### src/rtl/uart_core.sv
module uart_core #(
  parameter int          OSR      = 8,
  parameter logic [15:0] DIV_INIT = 16'd0
) (
  input  logic       clk,
  input  logic       rst_n,
  input  logic [7:0] wr_data,
  input  logic       div_hi_we,
  input  logic       div_lo_we,
  input  logic       txbuf_we,
  input  logic       rxbuf_re,
  input  logic       tx_en,
  input  logic       rx_en,
  input  logic       rx_i,
  output logic       tx_o,
  output logic [7:0] rx_data,
  output logic       tx_ready,
  output logic       rx_ready,
  output logic       framing_err,
  output logic       overrun,
  output logic       irq
);
  localparam int PH_W = $clog2(OSR);
  localparam logic [PH_W-1:0] PH_LAST = PH_W'(OSR - 1);
  localparam logic [PH_W-1:0] PH_MID  = PH_W'(OSR / 2 - 1);

  // baud tick
  logic [15:0] div_q, bcnt_q;
  logic tick;
  assign tick = (bcnt_q >= div_q);

  always_ff @(posedge clk or negedge rst_n)
    if (!rst_n) begin
      div_q  <= DIV_INIT;
      bcnt_q <= '0;
    end else begin
      if (div_hi_we) div_q[15:8] <= wr_data;
      if (div_lo_we) div_q[7:0]  <= wr_data;
      bcnt_q <= tick ? '0 : bcnt_q + 16'd1;
    end

  // transmit path
  logic [7:0]      tbuf_q;
  logic            tfull_q, tbusy_q;
  logic [9:0]      tsh_q;
  logic [PH_W-1:0] tph_q;
  logic [3:0]      tbit_q;
  logic            tload, tstep;

  assign tload = tx_en && tfull_q && !tbusy_q;
  assign tstep = tbusy_q && tick && (tph_q == PH_LAST);

  always_ff @(posedge clk or negedge rst_n)
    if (!rst_n) begin
      tbuf_q  <= '0;
      tfull_q <= 1'b0;
      tbusy_q <= 1'b0;
      tsh_q   <= '1;
      tph_q   <= '0;
      tbit_q  <= '0;
    end else begin
      if (tload) begin
        tsh_q   <= {1'b1, tbuf_q, 1'b0};
        tbusy_q <= 1'b1;
        tph_q   <= '0;
        tbit_q  <= '0;
        tfull_q <= 1'b0;
      end else if (tbusy_q && tick) begin
        tph_q <= tstep ? '0 : tph_q + 1'b1;
        if (tstep) begin
          tsh_q  <= {1'b1, tsh_q[9:1]};
          tbit_q <= tbit_q + 4'd1;
          if (tbit_q == 4'd9) tbusy_q <= 1'b0;
        end
      end
      if (txbuf_we) begin
        tbuf_q  <= wr_data;
        tfull_q <= 1'b1;
      end
    end

  assign tx_o     = tbusy_q ? tsh_q[0] : 1'b1;
  assign tx_ready = !tfull_q;

  // receive path
  typedef enum logic [1:0] {R_IDLE, R_START, R_DATA, R_STOP} rx_state_e;
  rx_state_e       rst_q;
  logic [2:0]      rsync_q;
  logic [PH_W-1:0] rph_q;
  logic [2:0]      rbit_q;
  logic [7:0]      rsh_q;
  logic            rx_s, rx_prev, rx_done;

  assign rx_s    = rsync_q[1];
  assign rx_prev = rsync_q[2];
  assign rx_done = rx_en && (rst_q == R_STOP) && tick && (rph_q == PH_LAST);

  always_ff @(posedge clk or negedge rst_n)
    if (!rst_n) begin
      rsync_q <= '1;
      rst_q   <= R_IDLE;
      rph_q   <= '0;
      rbit_q  <= '0;
      rsh_q   <= '0;
    end else begin
      rsync_q <= {rsync_q[1:0], rx_i};
      if (!rx_en) rst_q <= R_IDLE;
      else case (rst_q)
        R_IDLE:
          if (!rx_s && rx_prev) begin
            rst_q <= R_START;
            rph_q <= '0;
          end
        R_START:
          if (tick) begin
            if (rph_q == PH_MID) begin
              rph_q  <= '0;
              rbit_q <= '0;
              rst_q  <= rx_s ? R_IDLE : R_DATA;
            end else rph_q <= rph_q + 1'b1;
          end
        R_DATA:
          if (tick) begin
            if (rph_q == PH_LAST) begin
              rph_q  <= '0;
              rsh_q  <= {rx_s, rsh_q[7:1]};
              rbit_q <= rbit_q + 3'd1;
              if (rbit_q == 3'd7) rst_q <= R_STOP;
            end else rph_q <= rph_q + 1'b1;
          end
        R_STOP:
          if (tick) begin
            if (rph_q == PH_LAST) rst_q <= R_IDLE;
            else rph_q <= rph_q + 1'b1;
          end
        default: rst_q <= R_IDLE;
      endcase
    end

  always_ff @(posedge clk or negedge rst_n)
    if (!rst_n) begin
      rx_data     <= '0;
      rx_ready    <= 1'b0;
      framing_err <= 1'b0;
      overrun     <= 1'b0;
    end else if (rx_done) begin
      rx_data     <= rsh_q;
      rx_ready    <= 1'b1;
      framing_err <= !rx_s;
      overrun     <= rx_ready && !rxbuf_re;
    end else if (rxbuf_re) begin
      rx_ready <= 1'b0;
    end

  assign irq = rx_ready;
endmodule


### config.mk
export PLATFORM = sky130hd
export DESIGN_NAME = uart_core
export DESIGN_NICKNAME = d
export VERILOG_FILES = /design/src/rtl/uart_core.sv
export SDC_FILE = /design/constraint.sdc
export NUM_CORES = 1
export LEC_CHECK = 0
export BUFFER_PORTS_ARGS = -buffer_cell sky130_fd_sc_hd__buf_4
export CORE_MARGIN = 1.5
export CORE_UTILIZATION = 40
export CTS_CLUSTER_DIAMETER = 120
export DETAILED_ROUTE_END_ITERATION = 10
export GPL_ROUTABILITY_DRIVEN = 1
export HOLD_SLACK_MARGIN = 0.03
export PLACE_DENSITY_LB_ADDON = 0.12
export SKIP_CTS_REPAIR_TIMING = 1
export SLEW_MARGIN = 30
export SYNTH_ARGS = -nofsm -noshare
export SYNTH_HDL_FRONTEND = slang
export SYNTH_SLANG_ARGS = --single-unit
export TNS_END_PERCENT = 1
### constraint.sdc
create_clock -name clk -period 2.1 [get_ports clk]
set_input_delay 0.63 -clock clk [delete_from_list [all_inputs] [get_ports clk]]
set_output_delay 0.63 -clock clk [all_outputs]
set_load 0.02 [all_outputs]
Yosys cells after proc, flatten, opt, wreduce, memory -nomap -nowiden
Index checks and enable logic that the tools add are counted.

operators by class
  mux-type cells = 43
  reduce and logical (&&, ||, !) cells = 26
  equal/unequal tests = 23
  $add $sub $neg = 5
  $lt $le $gt $ge = 1

operator list
  operator               number
  $mux 3                 14
  $mux 10                3
  $ne 3x3->1 const B     7
  $mux 2                 10
  $add 16x1->16 const B  1
  $ge 16x16->1           1
  $mux 16                1
  $ne 2x2->1 const B     7
  $mux 4                 3
  $pmux 3 s4             1
  $reduce_and 6->1       2
  $reduce_bool 2->1      6
  $add 3x1->3 const B    3
  $eq 3x3->1 const B     3
  $logic_and 1x1->1      9
  $mux 1                 9
  $pmux 2 s4             1
  $reduce_and 8->1       1
  $pmux 3 s2             1
  $add 4x1->4 const B    1
  $eq 2x2->1 const B     2
  $eq 4x4->1 const B     1
  $logic_not 1->1        4
  $reduce_and 4->1       1
  6 further kinds        6

word-level totals
  register bits after elaboration = 89
  logic and storage cells = 116
  input bits = 17
  output and inout bits = 14

Logic depth before layout (Yosys ltp)
Gate-level depths: netlist of run 1.

  word-level depth = 6
  gate-level depth with buffers = 10
  mapped depth without buffers = 8

Worst setup path before layout of run 1
No wires, ideal clock.

  kind = register -> register
  from = register bcnt_q[0]
  to = register rsh_q[0]
  cell stages (with the launch flop) = 11
  arrival = 2243 ps
  slack = -268 ps
  path through = dfrtp_1 -> inv_1 -> ha_1 -> nand2b_1 -> a2111o_1 -> a31oi_2 -> nand3_2 -> buf_6 -> and3_4 -> buf_6 -> mux2_4

between the ends
  cells in the longest elaborated chain, start to end = 2

ends and longest elaborated chain
  what                        line  source
  start: declaration          28    logic [15:0] div_q, bcnt_q;
  start signal: assignment    39    bcnt_q <= tick ? '0 : bcnt_q + 16'd1;
  $ge 16x16->1                30    assign tick = (bcnt_q >= div_q);
  $reduce_and 4->1 (no line)  n/a
  end signal: assignment      126   rsh_q <= {rx_s, rsh_q[7:1]};
  end: declaration            91    logic [7:0] rsh_q;

Every way passes these cells.
A chain may end at the register's enable or synchronous reset.

Worst setup path in the final report of run 1
  from = register div_q[0]
  to = register rsh_q[2]

between the ends
  cells in the longest elaborated chain, start to end = 2

ends and longest elaborated chain
  what                        line  source
  start: declaration          28
  start signal: assignment    38    if (div_lo_we) div_q[7:0] <= wr_data;
  $ge 16x16->1                30
  $reduce_and 4->1 (no line)  n/a

Every way passes these cells.

==> flow_metrics.tcl, run 1 <==
set metrics [dict create \
    status "finished, violations left" \
    violations "negative setup slack" \
    cts.sinks 88 \
    finalCritPeriodShare_pct 111 \
    swShare_pct 29.9 \
    io_buffers 30 \
    n_antenna_cell 0 \
    root_buffer "clkbuf_8" \
    area_growth_pct 21.9 \
    drt_wl_total_um 8390 \
    tightest_slew_ns 0.634 \
    placed_cells 567 \
    clkPwrFrac_pct 26.9 \
    place_congestion 0.758 \
    critPathCaptureType "flip-flop" \
    grt_max_degree 37 \
    r2r-end "rsh_q[2]" \
    worst_skew_pair.late_latency_ns 0.36 \
    reg2reg_depth 8 \
    r2r_start "div_q[0]" \
    path_cells "ha_1, nand2b_4, a2111o_1, a31oi_2, nand3_2, buf_4, and3_4, mux2_4" \
    grt_first_pass_wirelength_um 14100 \
    dieWidth_um 105 \
    cts_buffers 9 \
    slew_headroom_pct 57.6 \
    dieHeight_um 105 \
    wl_met2_um 4110 \
    boundaryPins 31 \
    critPathBufInv 1 \
    ant_nets 0 \
    slowest_stage "a2111o_1" \
    drive_gt1_share_pct 33.3 \
    synth_area_per_cell_um2 11.2 \
    highest_layer "met4" \
    fin_cells 584 \
    track_usage_pct 16.2 \
    cpLargestDelayFamily "compound AO/OA/AOI/OAI gates" \
    drv_slew 0 \
    power.density_nw_per_um2 797 \
    peakVddDrop_uv 400 \
    synth-edff-count 0 \
    nNetsFinal 487 \
    comb_power_share_pct 21.7 \
    gr-total-overflow 0 \
    async_flop_share_pct 100 \
    cts_tree "done" \
    seq_area_frac_synth_pct 52.9 \
    coreArea_um2 10200 \
    switchingPower_uw 1220 \
    met3_wirelength_um 231 \
    filler_cell_count 963 \
    path_class "flip-flop to flip-flop" \
    critPathMaxStageDelay_ns 0.40 \
    critPathLaunchType "flip-flop" \
    clk_pin_slew_ns 0.10 \
    yosysWarnings 0 \
    leakage_uw 0.00255 \
    fin_hold_ws_ns 0.203 \
    p_int_uw 2850 \
    postSynthCellCount 374 \
    grt_antenna_before_repair 0 \
    fin_ws_ns -0.236 \
    wl_met1_um 3980 \
    rsz0062_at_grt "true" \
    setup_viol 40 \
    vias 2887 \
    viasPerCell 4.94 \
    hold_violations 0 \
    rows 37 \
    htreeDepth 3 \
    drc 0 \
    syn-num-nets 418 \
    grt_pass1_vias 2905 \
    cp_max_fo 6 \
    yosys_register_bits 88 \
    crit_required_ns 2.34 \
    seqPwrFrac_pct 51.5 \
    clk_path_buf_depth 2 \
    maxCapViolations 0 \
    synth.distinct_cells 43 \
    total_power_uw 4070 \
    min_period_ns 2.34 \
    dpl_worst_slack_ns -0.286 \
    dp_hpwl_um 5840 \
    synth_area_um2 4190 \
    start_util_pct 41.0 \
    fin_setup_tns_ns -4.60 \
    fmax_ghz 0.428 \
    fin_skew_ns 0.0125 \
    post_drt_wl_per_cell_um 14.4 \
    hp-class "input pin to async pin" \
    synth-main-ff-cell "dfrtp_1" \
    die_area_um2 11100 \
    drt_first_iter_violations 100 \
    r2r_setup_slack_ns -0.24 \
    cp_data_arrival_time_ns 2.58 \
    first_pass_iters 4 \
]
## cells by family (layout without fill, tap and decap cells)
| kind of cell | after synthesis | after routing | synth area share [%] |
|---|---|---|---|
| buf+inv | 41 | 114 | 4.18 |
| compound gates | 53 | 53 | 8.74 |
| flops | 88 | 88 | 52.9 |
| mux | 37 | 37 | 10.4 |
| xor+xnor | 14 | 14 | 2.92 |
| simple gates | 114 | 115 | 12.9 |
| fa+ha+maj | 27 | 27 | 8.05 |
## layer usage
metal	track usage, %	vias up
met5	0	-
met2	26.3	39
li1	-	1422
met1	21.7	1420
met3	4.14	6
met4	4.11	0
## layout make-up
| class | instances | area [um2] | share of cell area, % |
|---|---|---|---|
| Clock buffer | 10 | 128 | 2.50 |
| Clock inverter | 6 | 50.0 | 0.979 |
| Inverter | 25 | 93.8 | 1.84 |
| Multi-Input combinational cell | 246 | 1880 | 36.7 |
| Sequential cell | 88 | 2220 | 43.4 |
| Tap cell | 136 | 170 | 3.33 |
| Timing Repair Buffer | 73 | 577 | 11.3 |
## Yosys cell counts, types with 3 or more instances
| library cell | number | area, um2 |
|---|---|---|
| a21o_1 | 3 | 22.5 |
| a21oi_1 | 8 | 40.0 |
| a221o_1 | 6 | 60.1 |
| a22o_1 | 3 | 26.3 |
| and3_1 | 7 | 43.8 |
| and4_1 | 3 | 26.3 |
| clkbuf_1 | 11 | 41.3 |
| dfrtp_1 | 76 | 1900 |
| dfstp_2 | 12 | 315 |
| ha_1 | 27 | 338 |
| inv_1 | 25 | 93.8 |
| mux2_2 | 23 | 259 |
| mux2_4 | 7 | 105 |
| mux2i_1 | 7 | 70.1 |
| nand2_1 | 43 | 161 |
| nand2b_1 | 5 | 31.3 |
| nand3_1 | 9 | 45.0 |
| nand4_1 | 4 | 25.0 |
| nor2_1 | 31 | 116 |
| o21ai_0 | 21 | 105 |
| xnor2_1 | 3 | 26.3 |
| xor2_1 | 11 | 96.3 |
## placed cells by master, fill, tap and decap left out, types with 2 or more instances in the layout
master	Yosys	routed
dfrtp_1	76	76
mux2i_1	7	7
nand2_1	43	42
clkbuf_8	0	9
a31o_2	2	2
nand2b_1	5	4
buf_12	0	2
o21ai_0	21	19
and3_1	7	6
buf_4	1	70
inv_6	0	3
xor2_1	11	11
and3_4	1	3
and4_1	3	3
nor2b_1	2	2
nor2_1	31	30
dfstp_2	12	12
xnor2_1	3	3
nand4_1	4	4
a221o_1	6	6
mux2_2	23	21
a21o_1	3	3
mux2_4	7	9
nand3_1	9	9
a22o_1	3	3
a21oi_1	8	8
ha_1	27	27
inv_1	25	24
clkinvlp_4	0	2
a41o_1	2	2
## worst max-delay path by stage
stage	start	endpoint	slack, ns	cells after the start
after floorplan	bcnt_q[7]	rsh_q[0]	-0.18	9
after detailed placement	bcnt_q[7]	rx_data[0]	-0.29	7
after CTS	bcnt_q[6]	rx_data[0]	-0.31	7
final	div_q[0]	rsh_q[2]	-0.24	8
after global placement	div_q[0]	rph_q[0]	-0.21	8
after global routing	bcnt_q[0]	rph_q[0]	-0.37	9
## state kept, by name (all words and copies together) (netlist names), 2 cells and up
signal,cells
div_q,16
rsync_q,3
tbit_q,4
rsh_q,8
tph_q,3
bcnt_q,16
rph_q,3
rst_q,2
tbuf_q,8
rx_data,8
tsh_q,9
rbit_q,3
## power groups by stage
stage	combinational (uW)	sequential [uW]	clock [uW]
2_1_floorplan	505	2110	0
3_3_place_gp	851	2120	0
3_5_place_dp	861	2120	0
4_1_cts	870	2090	1130
5_1_grt	1020	2130	1210
6_report	883	2100	1090
## through the flow
stage                     utilization (%)  area [um2]
final                                50.0        5110
after global routing                 50.0        5110
after CTS                            49.2        5040
after detailed placement             47.5        4860
after global placement               47.5        4860
after floorplan                         -        4200
## worst reg2reg max path: cells and delay by family, from the launching register on
family                   cells  cell delay [ns]
AO/OA/AOI/OAI                2             0.58
adder cells (fa/ha/maj)      1             0.29
AND/OR/NAND/NOR              3             0.48
buffers and inverters        1             0.17
flip-flops                   1             0.39
multiplexers                 1             0.30
Note: power is estimated with default switching activity, not from simulation.
==> run 2: changes to the inputs <==
--- a/config.mk
+++ b/config.mk
@@ -6,7 +6,7 @@
 export NUM_CORES = 1
 export LEC_CHECK = 0
 export BUFFER_PORTS_ARGS = -buffer_cell sky130_fd_sc_hd__buf_4
-export CORE_MARGIN = 1.5
+export CORE_MARGIN = 1
 export CORE_UTILIZATION = 40
 export CTS_CLUSTER_DIAMETER = 120
 export DETAILED_ROUTE_END_ITERATION = 10
==> run 2 against run 1 <==
Effect of this change:
- the flow still finishes with violations (negative setup slack)
- combinational power is 3.6% higher
- clock skew is 0.00077 ns higher
- final cell count stayed put
- worst setup slack better by 0.012 ns
- hold slack worse by 0.036 ns
- critical endpoint is now rph_q[0]
==> flow_metrics.tcl, run 2 (synthesis gave the netlist of run 1 again) <==
set metrics [dict create \
    drc 0 \
    rows 37 \
    post_drt_wl_per_cell_um 13.7 \
    die_area_um2 10900 \
    min_period_ns 2.32 \
    tightest_slew_ns 0.375 \
    ant_nets 0 \
    rsz0062_at_grt "true" \
    setup_viol 39 \
    fin_util_pct 50.9 \
    clk_pin_slew_ns 0.10 \
    clk_path_buf_depth 2 \
    boundaryPins 31 \
    fin_skew_ns 0.0133 \
    fmax_ghz 0.430 \
    grt_pass1_vias 2859 \
    critPathLaunchType "flip-flop" \
    cts_buffers 9 \
    drive_gt1_share_pct 34.2 \
    crit_required_ns 2.35 \
    violations "negative setup slack" \
    area_growth_pct 24.1 \
    reg_top3 "bcnt_q: 16 flops, div_q: 16 flops, tsh_q: 9 flops" \
    slew_headroom_pct 75.0 \
    cp_max_fo 5 \
    drv_slew 0 \
    fin_ws_ns -0.224 \
    final_common_cell "dfrtp_1" \
    gr-total-overflow 0 \
    status "finished, violations left" \
    drt_first_iter_violations 107 \
    viasPerCell 4.89 \
    cts_tree "done" \
    n_antenna_cell 0 \
    vias 2856 \
    coreArea_um2 10200 \
    leakage_uw 0.00258 \
    htreeDepth 3 \
    dp_hpwl_um 5560 \
    cp_data_arrival_time_ns 2.57 \
    critPathCaptureType "flip-flop" \
    worst_skew_pair.late_latency_ns 0.36 \
    hp-class "input pin to async pin" \
    start_util_pct 41.0 \
    filler_cell_count 953 \
    track_usage_pct 15.8 \
    root_buffer "clkbuf_8" \
    nNetsFinal 487 \
    io_buffers 30 \
    grt_antenna_before_repair 0 \
    r2r_setup_slack_ns -0.22 \
    cts.sinks 88 \
    peakVddDrop_uv 410 \
    place_congestion 0.774 \
    drt_wl_total_um 8010 \
    first_pass_iters 4 \
    power.density_nw_per_um2 818 \
    final_area_um2 5200 \
    hold_violations 0 \
    dieWidth_um 104 \
    dieHeight_um 104 \
    layout_common_cells "76 x dfrtp_1, 69 x buf_4, 42 x nand2_1" \
    finalCritPeriodShare_pct 111 \
    path_class "flip-flop to flip-flop" \
    dpl_cell_area_um2 4870 \
    grt_max_degree 39 \
    grt_first_pass_wirelength_um 13600 \
    maxCapViolations 0 \
]
-- run 2: path summary, 6_finish.rpt --
kind | cells after the start | from | to
setup / recovery | 8 | div_q[0] | rph_q[0]
hold / removal | 1 | rst_n | bcnt_q[5]
setup reg to reg | 8 | div_q[0] | rph_q[0]
hold reg to reg | 0 | rsync_q[0] | rsync_q[1]
max in group asynchronous | 2 | rst_n | tsh_q[0]
min in group clk | 0 | rsync_q[0] | rsync_q[1]
-- run 2: area by class of cell --
type	count	area (um2)	area share [%]
Clock buffer	10	138	2.64
Clock inverter	6	75.1	1.44
Inverter	25	93.8	1.80
Multi-Input combinational cell	245	1910	36.7
Sequential cell	88	2220	42.6
Tap cell	136	170	3.27
Timing Repair Buffer	74	601	11.5
-- run 2: worst max-delay path, stage by stage, from the launching register on --
cell      delay (ns)
dfrtp_1         0.39
ha_1            0.29
nand2b_4        0.13
a2111o_1        0.40
a31oi_2         0.18
nand3_2         0.12
buf_6           0.15
o211ai_4        0.21
mux2_4          0.32
-- run 2: layer usage --
metal	track usage (%)	vias to the layer above	part of all wire [%]
met5	0	-	0
met1	20.6	1377	48
li1	-	1424	-
met2	25.4	45	47
met3	3.63	10	3.3
met4	6.12	0	1.7
-- run 2: power breakdown --
part	switching [uW]	internal (uW)
registers	131	1960
clock network	650	601
logic	437	478
-- run 2: stage by stage --
step                setup WS, ns  hold WS, ns  instances  TNS, ns  power, uW
floorplan                 -0.182        0.334        374    -3.14       2610
global placement          -0.217        0.346        567    -5.58       2980
detailed placement        -0.261        0.347        567    -6.26       2990
CTS                       -0.287        0.166        583    -7.33       4270
global route              -0.339        0.179        584    -9.04       4540
finish                    -0.224        0.166        584    -5.18       4260
